`src/rtl/acc_guard_pkg.sv`:
```
package acc_guard_pkg;

  typedef enum logic [1:0] {
    DM_BLOCK   = 2'd0,
    DM_CLIENT  = 2'd1,
    DM_RSVD    = 2'd2,
    DM_MANAGER = 2'd3
  } dom_mode_e;

  typedef enum logic {
    ABT_DATA  = 1'b0,
    ABT_FETCH = 1'b1
  } abort_kind_e;

  typedef enum logic {
    CAUSE_DOMAIN = 1'b0,
    CAUSE_PERM   = 1'b1
  } cause_e;

  localparam int AP_W   = 3;
  localparam int RS_W   = 2;
  localparam int CODE_W = 4;

  // Code layout: {permission, 1, page, 1}
  function automatic logic [CODE_W-1:0] make_code(cause_e c, logic pg);
    return {c == CAUSE_PERM, 1'b1, pg, 1'b1};
  endfunction

endpackage

```
`src/rtl/acc_guard_dom_sel.sv`:
```
module acc_guard_dom_sel
  import acc_guard_pkg::*;
#(
  parameter int NUM_DOM = 16,
  parameter int DOM_W   = 4
) (
  input  logic [2*NUM_DOM-1:0] ctl_word,
  input  logic [DOM_W-1:0]     idx,
  output dom_mode_e            mode
);

  logic [1:0] field [NUM_DOM];

  for (genvar g = 0; g < NUM_DOM; g++) begin : g_fld
    assign field[g] = ctl_word[2*g +: 2];
  end

  // Out-of-range index (non power-of-two count) reads as blocked
  always_comb begin
    mode = DM_BLOCK;
    for (int i = 0; i < NUM_DOM; i++) begin
      if (idx == DOM_W'(i)) mode = dom_mode_e'(field[i]);
    end
  end

endmodule

```
`src/rtl/acc_guard_ap_dec.sv`:
```
module acc_guard_ap_dec
  import acc_guard_pkg::*;
(
  input  logic [AP_W-1:0] ap_raw,
  input  logic            afe_en,
  input  logic            xp_en,
  input  logic [RS_W-1:0] rs_sel,
  input  logic            priv,
  input  logic            wr,
  output logic            deny,
  output logic            rsvd
);

  logic [AP_W-1:0] ap_eff;

  always_comb begin
    ap_eff = ap_raw | {{(AP_W-1){1'b0}}, afe_en};
    deny   = 1'b1;
    rsvd   = 1'b0;
    case (ap_eff)
      3'd0: begin
        if (xp_en) begin
          deny = 1'b1;
        end else begin
          case (rs_sel)
            2'd2:    deny = wr;
            2'd1:    deny = wr || !priv;
            default: deny = 1'b1;
          endcase
        end
      end
      3'd1: deny = !priv;
      3'd2: deny = !priv && wr;
      3'd3: deny = 1'b0;
      3'd4: begin
        deny = 1'b1;
        rsvd = 1'b1;
      end
      3'd5: deny = !priv || wr;
      default: deny = wr;
    endcase
  end

endmodule

```
`src/rtl/acc_guard_resolve.sv`:
```
module acc_guard_resolve
  import acc_guard_pkg::*;
#(
  parameter int DOM_W = 4
) (
  input  dom_mode_e          mode,
  input  logic               deny,
  input  logic               ap_rsvd,
  input  logic               xn,
  input  logic               fetch,
  input  logic               wr,
  input  logic               pg,
  input  logic [DOM_W-1:0]   dom,
  output logic               flt,
  output abort_kind_e        kind,
  output cause_e             cs,
  output logic [CODE_W-1:0]  code,
  output logic               byp,
  output logic               unp,
  output logic [DOM_W-1:0]   r_dom,
  output logic               r_wr
);

  logic dom_flt, client, perm_flt, data_abt;

  always_comb begin
    client   = (mode == DM_CLIENT);
    dom_flt  = (mode == DM_BLOCK) || (mode == DM_RSVD);
    perm_flt = client && (deny || (fetch && xn));
    flt      = dom_flt || perm_flt;
    cs       = (flt && perm_flt) ? CAUSE_PERM : CAUSE_DOMAIN;
    kind     = (flt && fetch) ? ABT_FETCH : ABT_DATA;
    code     = flt ? make_code(cs, pg) : '0;
    byp      = (mode == DM_MANAGER);
    unp      = (mode == DM_RSVD) || (client && ap_rsvd);
    data_abt = flt && !fetch;
    r_dom    = data_abt ? dom : '0;
    r_wr     = data_abt && wr;
  end

endmodule

```
`src/rtl/acc_guard.sv`:
```
module acc_guard
  import acc_guard_pkg::*;
#(
  parameter int NUM_DOM = 16,
  parameter int DOM_W   = (NUM_DOM > 1) ? $clog2(NUM_DOM) : 1
) (
  input  logic                 clk,
  input  logic                 rst,
  input  logic                 req_vld,
  input  logic [DOM_W-1:0]     dom_idx,
  input  logic [2:0]           ap_bits,
  input  logic                 xn,
  input  logic                 page_lvl,
  input  logic [2*NUM_DOM-1:0] dac_word,
  input  logic                 afe_en,
  input  logic                 xp_en,
  input  logic [1:0]           rs_sel,
  input  logic                 core_priv,
  input  logic                 force_user,
  input  logic                 is_fetch,
  input  logic                 is_write,
  output logic                 rsp_vld,
  output logic                 allow,
  output logic                 fault,
  output logic                 abort_kind,
  output logic                 cause,
  output logic [3:0]           fault_code,
  output logic                 mgr_bypass,
  output logic                 unpred,
  output logic [DOM_W-1:0]     rep_dom,
  output logic                 rep_wr
);

  dom_mode_e         mode_c;
  logic              priv_c, deny_c, aprsvd_c;
  logic              flt_c, byp_c, unp_c, rwr_c;
  abort_kind_e       kind_c;
  cause_e            cs_c;
  logic [CODE_W-1:0] code_c;
  logic [DOM_W-1:0]  rdom_c;

  assign priv_c = core_priv && !force_user;

  acc_guard_dom_sel #(.NUM_DOM(NUM_DOM), .DOM_W(DOM_W)) u_sel (
    .ctl_word (dac_word),
    .idx      (dom_idx),
    .mode     (mode_c)
  );

  acc_guard_ap_dec u_dec (
    .ap_raw (ap_bits),
    .afe_en (afe_en),
    .xp_en  (xp_en),
    .rs_sel (rs_sel),
    .priv   (priv_c),
    .wr     (is_write),
    .deny   (deny_c),
    .rsvd   (aprsvd_c)
  );

  acc_guard_resolve #(.DOM_W(DOM_W)) u_res (
    .mode    (mode_c),
    .deny    (deny_c),
    .ap_rsvd (aprsvd_c),
    .xn      (xn),
    .fetch   (is_fetch),
    .wr      (is_write),
    .pg      (page_lvl),
    .dom     (dom_idx),
    .flt     (flt_c),
    .kind    (kind_c),
    .cs      (cs_c),
    .code    (code_c),
    .byp     (byp_c),
    .unp     (unp_c),
    .r_dom   (rdom_c),
    .r_wr    (rwr_c)
  );

  always_ff @(posedge clk) begin
    if (rst || !req_vld) begin
      rsp_vld    <= 1'b0;
      allow      <= 1'b0;
      fault      <= 1'b0;
      abort_kind <= 1'b0;
      cause      <= 1'b0;
      fault_code <= '0;
      mgr_bypass <= 1'b0;
      unpred     <= 1'b0;
      rep_dom    <= '0;
      rep_wr     <= 1'b0;
    end else begin
      rsp_vld    <= 1'b1;
      allow      <= !flt_c;
      fault      <= flt_c;
      abort_kind <= (kind_c == ABT_FETCH);
      cause      <= (cs_c == CAUSE_PERM);
      fault_code <= code_c;
      mgr_bypass <= byp_c;
      unpred     <= unp_c;
      rep_dom    <= rdom_c;
      rep_wr     <= rwr_c;
    end
  end

endmodule

```
`config.mk`:
```
export PLATFORM = sky130hd
export DESIGN_NAME = acc_guard
export DESIGN_NICKNAME = d
export VERILOG_FILES = /design/src/rtl/acc_guard_pkg.sv /design/src/rtl/acc_guard_dom_sel.sv /design/src/rtl/acc_guard_ap_dec.sv /design/src/rtl/acc_guard_resolve.sv /design/src/rtl/acc_guard.sv
export SDC_FILE = /design/constraint.sdc
export NUM_CORES = 1
export LEC_CHECK = 0
export BUFFER_PORTS_ARGS = -buffer_cell sky130_fd_sc_hd__buf_2
export CORE_MARGIN = 2
export CORE_UTILIZATION = 43
export DETAILED_ROUTE_END_ITERATION = 10
export PLACE_DENSITY = 0.84
export SKIP_CTS_REPAIR_TIMING = 1
export SYNTH_ARGS = -nofsm -noshare
export SYNTH_HDL_FRONTEND = slang
export SYNTH_SLANG_ARGS = --single-unit
```
`constraint.sdc`:
```
create_clock -name clk -period 3.6 [get_ports clk]
set_input_delay 0.72 -clock clk [delete_from_list [all_inputs] [get_ports clk]]
set_output_delay 0.72 -clock clk [all_outputs]
set_load 0.02 [all_outputs]
```
==> metrics.txt <==
worst-margin pin slew 0.384 ns; vias in the first global route 975; starting density of the core 46.5%; internal power 0.278 mW; routed wire length 2280 um; Cells after Synth 108; Placed Area 1250 um^2; cts bufs inserted 3; H-tree depth 1; # setup viols final 0; setup_tns 0 ns; fmax roughly 0.42 GHz; clock power share 27.8%; design area 1290 um^2; Reg power frac approximately 42%; Initial DRC Count 24; post-route ant nets 0; global-route wire length before repair 3860 um; number of flops mapped to enable cells by yosys 0; Slew Limit Fails 0; RSZ-0062 raised after global routing false; antenna violations before repair 0; Layout Area Growth over Synthesis 37.2%; share of cells above drive strength 1 45.0%; Root Buffer clkbuf_4; post-synth net total between 150 and 200; Via Count 1,071; largest net degree at the start of global routing 25; Seq/Total Area, Yosys 29.8%; Clock Path Buffers 2; Synth Flop Type dfxtp_1; final worst-path cycle share approximately two thirds; GRT Total Usage 18.6%; DRC viols 0; Commonest cells post-synth dfxtp_1 (14), a21oi_1 (10), inv_1 (7), nor4b_1 (7); FP Rows 16; Worst Path Class, Setup input port to register; TritonCTS clock tree built; clock-pin slew on the worst setup and hold paths 0.08 ns; full die area roughly 2600 um^2; Peak VDD IR 0.000137 V; die extent in y 50.8 um; cell with the most instances after synthesis dfxtp_1; Pre-antenna DRT Iters 4; Final Hold Viols 0; post-DR wirelength/cell 11.5 um; total gr overflow 0; Sw Share 28.2%; Hold WC Path Type input port to register; Synth cell types 44; crit-path max FO 24; worst path required time 3.77 ns; # diodes 0; hpwl dp approximately 1900 um; Combinational Power Share approximately 30%; Max-Cap Viols 0; crit start category input port; # clock sinks 14; Synth async-reset ratio 0%; Leakage 0.639 nW; dominant cells by area after synthesis dfxtp_1 (30%), nor4b_1 (6.5%), a21oi_1 (5.3%); #FFs+latches synth 14; outcome complete, no violations; Via density 5.41; top-area cell type share of the netlist area between 20% and 30%; WP data arrival 2.54 ns; Cell Area, Synth 941 um^2; number of top-level pins 68; Switch Pwr roughly 0.11 mW; Rel. slew slack around 74%; fin crit period 2.37 ns; P per Cell Area 300 nW/um^2; Synth Warn # 0; # port buffers 67; Final #Nets ~230; chip width 50.8 um; critical path endpoint category register; Mean Syn Cell Area 8.71 um^2; Core Area between 2000 and 2500 um^2; largest area contributor in the netlist dfxtp_1; GPL Wtd Cong 0.698
==> area by class of cell <==
type | count | area [um^2]
Fill cell | 194 | 731
Sequential cell | 14 | 280
Clock buffer | 4 | 36.3
Inverter | 7 | 26.3
Multi-Input combinational cell | 79 | 579
Tap cell | 27 | 33.8
Timing Repair Buffer | 67 | 335
==> path summary, 6_finish.rpt <==
check	depth (start not counted)	startpoint	slack, ns	end
worst max-delay path	7	dom_idx[0]	1.23	rep_dom[2]
worst min-delay path	3	page_lvl	0.67	fault_code[1]
==> state kept, by name, summed over array words and instances (netlist names) <==
signal	cells
allow	1
rep_wr	1
unpred	1
mgr_bypass	1
rep_dom	4
cause	1
abort_kind	1
fault_code	3
rsp_vld	1
==> kinds of logic after synthesis <==
group	count (synthesis)	share of synthesized area, %
compound gates	30	21.9
simple gates	42	27.1
buf+inv	15	8.64
mux	5	9.84
flops	14	29.8
fa+ha+maj	2	2.66
==> metrics by stage <==
stage	utilization (%)	hold WS (ns)	power, mW	std cells	worst slack, ns
floorplan	-	0.797	0.241	108	1.20
global placement	62.1	0.948	0.280	194	1.06
detailed placement	62.1	0.959	0.284	194	0.954
CTS	63.9	0.669	0.389	198	1.23
global route	63.9	0.677	0.410	198	0.970
finish	63.9	0.667	0.388	198	1.23
==> cells in the final DEF, fill, tap and decap left out, drive strengths merged, types with 2 or more instances in the layout <==
| cell type | netlist | layout |
|---|---|---|
| inv | 7 | 7 |
| nor2 | 6 | 6 |
| nor2b | 2 | 2 |
| nor3 | 5 | 5 |
| ha | 2 | 2 |
| a31oi | 2 | 2 |
| a21oi | 10 | 10 |
| clkbuf | 1 | 4 |
| nand2 | 6 | 6 |
| mux4 | 3 | 3 |
| or2 | 3 | 3 |
| dfxtp | 14 | 14 |
| o21ai | 5 | 5 |
| nor4b | 7 | 7 |
| nand3 | 2 | 2 |
| buf | 7 | 67 |
| or3b | 2 | 2 |
| nand2b | 5 | 5 |
==> power groups by stage <==
stage / clock network (mW) / logic (mW) / registers, mW
2_1_floorplan: 0 / 0.0649 / 0.176
3_3_place_gp: 0 / 0.113 / 0.167
3_5_place_dp: 0 / 0.117 / 0.167
4_1_cts: 0.108 / 0.117 / 0.163
5_1_grt: 0.116 / 0.130 / 0.164
6_report: 0.108 / 0.117 / 0.163
==> critical path, stage by stage <==
cell and delay (ns):
buf_2 0.32, mux4_1 0.60, nand2_1 0.08, o21ai_0 0.07, a2bb2oi_1 0.30, a31oi_2 0.14, nor4b_1 0.30
==> metal layers <==
metal	GRT usage, %	wire, um	vias up
met5	0	0	-
li1	-	-	530
met1	23.8	966	480
met2	33.1	1100	58
met3	2.68	200	3
met4	4.05	14	0
Power figures use the tool's default switching activity.
